<file path="src/rtl/hsep_pkg.sv">
// Shared types for the line sync pulse generator.
package hsep_pkg;

    // Phase of a delayed one-shot timer.
    typedef enum logic [1:0] {
        OS_IDLE   = 2'd0,
        OS_WAIT   = 2'd1,
        OS_ACTIVE = 2'd2
    } os_state_e;

endpackage

</file>
<file path="src/rtl/hsep_sync_filter.sv">
// Brings the asynchronous sync level into the clock domain with two flops.
// It then holds the level steady until the new value has been seen for
// GLITCH_CYC samples in a row, and flags filtered falling and rising edges.
// Assumes GLITCH_CYC >= 1.
module hsep_sync_filter #(
    parameter int GLITCH_CYC = 4
) (
    input  logic clk,
    input  logic rst_n,
    input  logic raw_n_i,
    output logic fall_o,
    output logic rise_o
);
    localparam int CW = $clog2(GLITCH_CYC + 1);

    logic          meta_q, samp_q;
    logic          filt_q, filt_d_q;
    logic [CW-1:0] run_q;

    // Two-flop synchroniser, idle level high.
    always_ff @(posedge clk) begin
        if (!rst_n) begin
            meta_q <= 1'b1;
            samp_q <= 1'b1;
        end else begin
            meta_q <= raw_n_i;
            samp_q <= meta_q;
        end
    end

    // Glitch filter: adopt a new level only after GLITCH_CYC equal samples.
    always_ff @(posedge clk) begin
        if (!rst_n) begin
            filt_q <= 1'b1;
            run_q  <= '0;
        end else if (samp_q != filt_q) begin
            if (run_q == CW'(GLITCH_CYC - 1)) begin
                filt_q <= samp_q;
                run_q  <= '0;
            end else begin
                run_q <= run_q + 1'b1;
            end
        end else begin
            run_q <= '0;
        end
    end

    // Previous filtered level for edge detection.
    always_ff @(posedge clk) begin
        if (!rst_n) filt_d_q <= 1'b1;
        else        filt_d_q <= filt_q;
    end

    assign fall_o = filt_d_q & ~filt_q;
    assign rise_o = ~filt_d_q & filt_q;


    filt_follows_chk: assert property (@(posedge clk) disable iff (!rst_n)
        (filt_q != filt_d_q) |-> ($past(samp_q) == filt_q));

endmodule

</file>
<file path="src/rtl/hsep_line_gate.sv">
// Interval discriminator: it passes a falling sync edge as a line start only
// when at least MIN_GAP cycles have gone by since the last line start.
// Its interval counter holds at MAX_GAP, so after reset or a long loss of
// sync the next edge is taken at once. Assumes MIN_GAP <= MAX_GAP.
module hsep_line_gate #(
    parameter int MIN_GAP = 6000,
    parameter int MAX_GAP = 10000
) (
    input  logic clk,
    input  logic rst_n,
    input  logic fall_i,
    output logic accept_o
);
    localparam int CW = $clog2(MAX_GAP + 1);

    logic [CW-1:0] since_q;

    assign accept_o = fall_i && (since_q >= CW'(MIN_GAP));

    // Interval counter: restart on a line start, otherwise count up to MAX_GAP.
    always_ff @(posedge clk) begin
        if (!rst_n)                      since_q <= CW'(MAX_GAP);
        else if (accept_o)               since_q <= CW'(1);
        else if (since_q < CW'(MAX_GAP)) since_q <= since_q + 1'b1;
    end


    restart_chk: assert property (@(posedge clk) disable iff (!rst_n)
        accept_o |=> (since_q == CW'(1)));


    ceiling_chk: assert property (@(posedge clk) disable iff (!rst_n)
        since_q <= CW'(MAX_GAP));

endmodule

</file>
<file path="src/rtl/hsep_oneshot.sv">
// Non-retriggerable one-shot. A trigger seen while idle waits DELAY_CYC
// cycles, then holds active_o high for WIDTH_CYC cycles. Triggers that come
// while it is busy are dropped. Assumes WIDTH_CYC >= 1.
module hsep_oneshot
    import hsep_pkg::*;
#(
    parameter int DELAY_CYC = 0,
    parameter int WIDTH_CYC = 625
) (
    input  logic clk,
    input  logic rst_n,
    input  logic trig_i,
    output logic active_o
);
    localparam int MAXC = (DELAY_CYC > WIDTH_CYC) ? DELAY_CYC : WIDTH_CYC;
    localparam int CW   = $clog2(MAXC + 1);
    localparam logic [CW-1:0] DLY_LOAD = CW'((DELAY_CYC > 0) ? DELAY_CYC - 1 : 0);
    localparam logic [CW-1:0] W_LOAD   = CW'(WIDTH_CYC - 1);

    os_state_e     st_q;
    logic [CW-1:0] cnt_q;

    // Sequencer: idle -> (wait) -> active -> idle.
    always_ff @(posedge clk) begin
        if (!rst_n) begin
            st_q  <= OS_IDLE;
            cnt_q <= '0;
        end else begin
            unique case (st_q)
                OS_IDLE: if (trig_i) begin
                    if (DELAY_CYC == 0) begin
                        st_q  <= OS_ACTIVE;
                        cnt_q <= W_LOAD;
                    end else begin
                        st_q  <= OS_WAIT;
                        cnt_q <= DLY_LOAD;
                    end
                end
                OS_WAIT: if (cnt_q == '0) begin
                    st_q  <= OS_ACTIVE;
                    cnt_q <= W_LOAD;
                end else begin
                    cnt_q <= cnt_q - 1'b1;
                end
                OS_ACTIVE: if (cnt_q == '0) st_q <= OS_IDLE;
                           else             cnt_q <= cnt_q - 1'b1;
                default: st_q <= OS_IDLE;
            endcase
        end
    end

    assign active_o = (st_q == OS_ACTIVE);

    // Checker-side run length of the active phase.
    logic [CW:0] run_q;
    always_ff @(posedge clk) begin
        if (!rst_n)        run_q <= '0;
        else if (active_o) run_q <= run_q + 1'b1;
        else               run_q <= '0;
    end


    width_cap_chk: assert property (@(posedge clk) disable iff (!rst_n)
        run_q <= (CW + 1)'(WIDTH_CYC));


    start_cause_chk: assert property (@(posedge clk) disable iff (!rst_n)
        $rose(active_o) |-> ($past(st_q) == OS_WAIT || $past(trig_i)));

endmodule

</file>
<file path="src/rtl/hsep_top.sv">
// Line sync pulse and back-porch gate generator. It takes a sync level that
// is active low and asynchronous to clk. It issues one fixed-width line pulse
// per accepted leading edge, and a delayed clamp gate after each trailing
// edge. All times are in clk cycles. Assumes HS_W_CYC < LINE_CYC*3/4.
module hsep_top #(
    parameter int LINE_CYC   = 8000,
    parameter int HS_W_CYC   = 625,
    parameter int BP_DLY_CYC = 31,
    parameter int BP_W_CYC   = 462,
    parameter int GLITCH_CYC = 4
) (
    input  logic clk,
    input  logic rst_n,
    input  logic csync_n_i,
    output logic hsync_n_o,
    output logic bporch_n_o
);
    localparam int MIN_GAP = (LINE_CYC * 3) / 4;
    localparam int MAX_GAP = (LINE_CYC * 5) / 4;

    logic s_fall, s_rise, line_start, hs_act, bp_act;

    hsep_sync_filter #(.GLITCH_CYC(GLITCH_CYC)) u_filt (
        .clk(clk), .rst_n(rst_n), .raw_n_i(csync_n_i),
        .fall_o(s_fall), .rise_o(s_rise)
    );

    hsep_line_gate #(.MIN_GAP(MIN_GAP), .MAX_GAP(MAX_GAP)) u_gate (
        .clk(clk), .rst_n(rst_n), .fall_i(s_fall), .accept_o(line_start)
    );

    hsep_oneshot #(.DELAY_CYC(0), .WIDTH_CYC(HS_W_CYC)) u_hs (
        .clk(clk), .rst_n(rst_n), .trig_i(line_start), .active_o(hs_act)
    );

    hsep_oneshot #(.DELAY_CYC(BP_DLY_CYC), .WIDTH_CYC(BP_W_CYC)) u_bp (
        .clk(clk), .rst_n(rst_n), .trig_i(s_rise), .active_o(bp_act)
    );

    assign hsync_n_o  = ~hs_act;
    assign bporch_n_o = ~bp_act;


    reset_idle_chk: assert property (@(posedge clk)
        !rst_n |=> (hsync_n_o && bporch_n_o));


    start_on_edge_chk: assert property (@(posedge clk) disable iff (!rst_n)
        line_start |-> s_fall);


    start_fires_chk: assert property (@(posedge clk) disable iff (!rst_n)
        (line_start && hsync_n_o) |=> !hsync_n_o);

endmodule

</file>
<file path="config.mk">
export PLATFORM = sky130hd
export DESIGN_NAME = hsep_top
export DESIGN_NICKNAME = d
export VERILOG_FILES = /design/src/rtl/hsep_pkg.sv /design/src/rtl/hsep_sync_filter.sv /design/src/rtl/hsep_line_gate.sv /design/src/rtl/hsep_oneshot.sv /design/src/rtl/hsep_top.sv
export SDC_FILE = /design/constraint.sdc
export NUM_CORES = 1
export LEC_CHECK = 0
export ABC_AREA = 1
export BUFFER_PORTS_ARGS = -buffer_cell sky130_fd_sc_hd__buf_2
export CORE_MARGIN = 3
export CORE_UTILIZATION = 38
export DETAILED_ROUTE_END_ITERATION = 6
export SLEW_MARGIN = 30
export SYNTH_ARGS = -nofsm -noshare
export SYNTH_HDL_FRONTEND = slang
export SYNTH_SLANG_ARGS = --single-unit
</file>
<file path="constraint.sdc">
create_clock -name clk -period 1.55 [get_ports clk]
set_input_delay 0 -clock clk [delete_from_list [all_inputs] [get_ports clk]]
set_output_delay 0 -clock clk [all_outputs]
set_load 0.005 [all_outputs]
</file>
==> metrics, run 1 <==
status complete, no violations; Synth cell types 32; placed insts between 400 and 500; initial antenna violation count 0; Synth top area share 0.335; most frequent cell after synthesis nand2_1; Comb power frac 0.447; total grt overflow 0; IO Pins 5; Placed Area ~0.0027 mm²; Layout Area Growth over Synthesis 14.7%; final hold vios 0; Worst Setup End Kind register; TritonRoute pass-1 iters 4; required time of the critical path 1730 ps; H-tree levels 2; Most used DFF post-synth dfxtp_1; syn_nets a little under 400; Final #Nets ~410; Num CTS Buffers 5; setup_tns 0 ps; final worst slack between 50 and 60 ps; Die Ht 88.2 µm; Worst EP arrival ~1700 ps; Tot GR Track Use 0.144; die width a little under 90 µm; P_leak 0.00130 µW; Commonest cells post-synth nand2_1 (70), nor2_1 (52), dfxtp_1 (43); relative slew slack 0.642; vias per inst between 4 and 5; DP HPWL 3830 µm; register share of total power 0.353; layout cells sized above 1 0.201; Final Max Tran Viols 0; clock transition at the registers of the reported paths around 80 ps; synth warn 0; largest net degree at the start of global routing 18; Worst Max-Slew Pin Slew ~540 ps; Place WS -3.74 ps; root buffer cell clkbuf_8; area of the core approximately 0.0065 mm²; cell count after synthesis between 300 and 400; Pint between 2000 and 2500 µW; Ant. Diodes 0; Clk pwr share 0.200; maximum clock insertion buffer count 2; fin cells 471; net load switching power about 1500 µW; clock sinks 43; die area around 0.0078 mm²; min cycle time layout ~1500 ps; global-route wire length before repair a little over 9000 µm; Post-synth EDFFs 0; FMAX between 600 and 700 MHz; register-to-register setup slack ~56 ps; Peak supply drop 966 µV; CP Launch Type register; Final Cycle Share 0.964; final instance area between 0.002 and 0.003 mm²; Seq cells post-synth 43; ANT nets after route 0; Synth async-reset ratio 0; skew final between 10 and 15 ps; vias 2338; Iteration-0 DRC Markers a little over 80; main area contributors after synthesis dfxtp_1 (34%), nand2_1 (10%), nor2_1 (7.6%); clock latency on the worst-skew pair about 290 ps; WL final between 5000 and 6000 µm; post-synth top area cell dfxtp_1; RSZ-0062 raised after global routing yes; starting density of the core 0.398; register area share after synthesis 0.335; Max-Cap Viols 0; Hold WC Path Type primary input to register; gpl congestion just over 0.8; # port buffers 4; vias in the first global route between 2000 and 2500; final setup violation count 0; Routed WL per cell 11.5 µm; Syn Area/Cell 6.94 µm²; pwr dens ~1300 mW/mm²; TritonCTS clock tree yes; Rows 29; switch share 0.388; mapped cell area around 0.0026 mm²; WS Path Type register to register; drc violations 0; critical-path maximum fanout 5
## cell type report
class	instances	area, µm²
clock buffer	7	96.3
timing repair inverter	1	7.51
fill	659	3510
multi-input combinational	273	1520
tap	77	96.3
clock inverter	1	7.51
inverter	45	171
timing repair buffer	24	185
sequential	43	863
## cells by family (layout without fill, tap and decap cells)
kind of cell    Yosys count  in the layout  synth area share
compound gates           49             49             0.107
xor+xnor                 13             13            0.0443
fa+ha+maj                12             12            0.0584
buf+inv                  54             78            0.0925
flops                    43             43             0.335
simple gates            199            199             0.363
## flip-flops by register name (all words and copies together) (netlist names)
register         flops
u_gate.since_q      14
u_hs.cnt_q          10
u_bp.cnt_q           9
u_filt.run_q         3
u_bp.st_q            2
u_filt.filt_d_q      1
u_filt.filt_q        1
u_filt.meta_q        1
u_filt.samp_q        1
u_hs.st_q            1
## routing by layer
metal	GRT usage	up-vias	wire length (µm)
met4	0.0563	0	102
li1	-	1232	-
met2	0.237	29	2560
met3	0.0298	9	159
met5	0	-	0
met1	0.185	1068	2580
## final timing paths
path | to | startpoint | depth (start not counted)
worst min register to register | u_filt.samp_q | u_filt.meta_q | 1
worst max register to register | u_bp.cnt_q[1] | u_bp.st_q[0] | 8
worst max-delay path | u_bp.cnt_q[1] | u_bp.st_q[0] | 8
worst min-delay path | u_gate.since_q[13] | rst_n | 3
## timing repair
action                                 4_1_cts  5_1_grt
setup buffers                                0        4
endpoints found under the hold margin        1        0
gates resized for setup                      4       18
pin swaps                                    1        4
setup endpoints to repair                    3       14
hold buffers                                 1        0
cloned                                       0        1
## critical path: stages (launching register included)
cell and delay [ps]:
dfxtp_2 340, inv_1 100, ha_1 150, a21boi_1 240, nor2_2 90, nand2_4 110
clkinvlp_4 150, o21ai_1 140, nor2_1 50
## power by group through the flow
stage / registers [µW] / logic (µW) / clock network (µW)
floorplan: 1390 / 1220 / 0
global placement: 1410 / 1450 / 0
detailed placement: 1410 / 1460 / 0
CTS: 1390 / 1480 / 830
global route: 1420 / 2000 / 862
finish: 1390 / 1770 / 791
## through the flow
stage | hold WS (ps) | total power, µW | utilization
2_1_floorplan | 107 | 2610 | -
3_3_place_gp | 185 | 2850 | 0.424
3_5_place_dp | 188 | 2870 | 0.424
4_1_cts | 101 | 3690 | 0.444
5_1_grt | 129 | 4280 | 0.456
6_report | 115 | 3950 | 0.456
## placed cells by master, fill, tap and decap left out, drive strengths merged
cell         netlist  layout
clkinvlp           0       2
dfxtp             43      43
o21ai             17      17
nand3             40      40
a21boi             2       2
or2                5       5
a21oi             26      26
inv               45      45
buf                5      23
nand4              8       8
nor2              57      57
xor2              10      10
o21bai             2       2
o211ai             1       1
ha                12      12
a31oi              1       1
nand2             83      83
xnor2              3       3
dlygate4sd3        0       1
clkbuf             4       7
nor3               6       6
No activity file was read; power rests on OpenSTA's default activity.
==> run 2: changes to the inputs <==
--- a/config.mk
+++ b/config.mk
@@ -10,6 +10,7 @@
 export CORE_MARGIN = 3
 export CORE_UTILIZATION = 38
 export DETAILED_ROUTE_END_ITERATION = 6
+export PLACE_DENSITY = 0.59
 export SLEW_MARGIN = 30
 export SYNTH_ARGS = -nofsm -noshare
 export SYNTH_HDL_FRONTEND = slang
==> metrics, run 2 (synthesized netlist as in run 1, its figures left out) <==
Layout Area Growth over Synthesis 16.4%; register with the most flip-flops u_gate.since_q; drc violations 0; Tot GR Track Use 0.148; die area just under 0.008 mm²; Hold WC Path Type primary input to register; most common cell after layout, fill and taps aside nand2_1; WS Path Type register to register; Die Ht 88.2 µm; clock sinks 43; pwr dens about 1300 mW/mm²; status complete, no violations; Pint around 2400 µW; largest net degree at the start of global routing 18; met3 track demand over resource 0.0298; initial antenna violation count 0; Peak supply drop approximately 720 µV; skew final 13.8 ps; IO Pins 5; global-route wire length before repair 9170 µm; Iteration-0 DRC Markers 92; Comb power frac 0.452; relative slew slack 0.663; Worst Setup End Kind register; vias roughly 2300; register-to-register setup slack between 50 and 60 ps; P_leak ~0.0013 µW; Top Usage Layer GRT met2; Routed WL per cell about 11 µm; gpl congestion about 0.84; clock latency on the worst-skew pair around 300 ps; total power 4000 µW; WL final about 5400 µm; vias in the first global route between 2000 and 2500; fin cells 475; met2 Use GR 0.239; DP HPWL 3910 µm; H-tree levels 2; Num CTS Buffers 5; clock transition at the registers of the reported paths approximately 90 ps; max FFs per register 14; switch share 0.392; Max-Cap Viols 0; TritonCTS clock tree yes; biggest regs u_gate.since_q (14), u_hs.cnt_q (10), u_bp.cnt_q (9); Final #Nets around 410; final hold vios 0; Rows 29; starting density of the core 0.398; vias per inst ~5; required time of the critical path 1740 ps; Ant. Diodes 0; Placed Area approximately 0.0028 mm²; critical-path maximum fanout 4; register share of total power 0.347; Worst EP arrival ~1700 ps; root buffer cell clkbuf_8; Worst Max-Slew Pin Slew between 500 and 600 ps; FMAX approximately 670 MHz; Place WS -4.38 ps; die width slightly below 90 µm; Clk pwr share 0.200; most frequent cells in the layout nand2_1 (68), nor2_1 (49), dfxtp_1 (38); ANT nets after route 0; Final Max Tran Viols 0; placed insts approximately 460; final instance area roughly 0.003 mm²; final setup violation count 0; final worst slack around 55 ps; area of the core 0.00646 mm²; layout cells sized above 1 0.226; maximum clock insertion buffer count 2; Final Cycle Share 0.965; net load switching power about 1600 µW; TritonRoute pass-1 iters 4; total grt overflow 0; met1 Use GR 0.190; # port buffers 4; CP Launch Type register; min cycle time layout 1500 ps
==> run 2: cell types whose count changed in the layout (fill, tap and decap cells not counted), moves of 2 or more <==
cell,before,now
buf_4,18,23
dfxtp_1,41,38
o21ai_1,7,5
o21ai_0,9,11
dfxtp_2,2,5
==> run 2: critical path, stage by stage, from the launching register on <==
cell and delay [ps]:
dfxtp_2 350, inv_2 70, ha_4 150, nand2_2 80, nor2_4 150, nand3_4 120, nand2_4 130, clkinvlp_4 120
o21ai_0 160, nor2_1 50
==> run 2: worst paths after layout <==
kind                  from            endpoint  cells after the start
max          u_bp.cnt_q[1]       u_bp.cnt_q[3]                      9
min                  rst_n  u_gate.since_q[13]                      3
max reg2reg  u_bp.cnt_q[1]       u_bp.cnt_q[3]                      9
min reg2reg  u_filt.meta_q       u_filt.samp_q                      1
==> run 2: power by group through the flow <==
stage                     Clock (µW)  Sequential (µW)  Combinational [µW]
after floorplan                    0             1390                1220
after global placement             0             1400                1520
after detailed placement           0             1400                1540
after CTS                        825             1380                1560
after global routing             866             1410                2060
final                            801             1390                1810
==> run 2: layout make-up <==
| type | count | area (µm²) |
|---|---|---|
| Fill cell | 655 | 3470 |
| Multi-Input combinational cell | 273 | 1540 |
| Sequential cell | 43 | 867 |
| Timing Repair Buffer | 28 | 203 |
| Inverter | 45 | 171 |
| Clock buffer | 7 | 96.3 |
| Tap cell | 77 | 96.3 |
| Clock inverter | 1 | 7.51 |
| Timing Repair inverter | 1 | 7.51 |
==> run 2: what timing repair did <==
item | in CTS | in global routing
hold buffers | 1 | 0
gates resized for setup | 1 | 28
cloned | 0 | 1
hold endpoints to repair | 1 | 0
setup buffers | 0 | 4
endpoints found under the setup margin | 1 | 20
pin swaps | 0 | 5
==> run 2: stage by stage <==
stage                     utilization  setup TNS, ps  hold WS [ps]
final                           0.463              0           108
after global routing            0.463          -95.3           115
after CTS                       0.445              0           100
after detailed placement        0.427          -4.38           190
after global placement          0.427              0           184
after floorplan                     -              0           107
==> run 2: layer usage <==
metal | vias up | wire, µm
met2 | 31 | 2540
met1 | 1047 | 2640
met3 | 10 | 134
met5 | - | 0
li1 | 1239 | -
met4 | 0 | 107
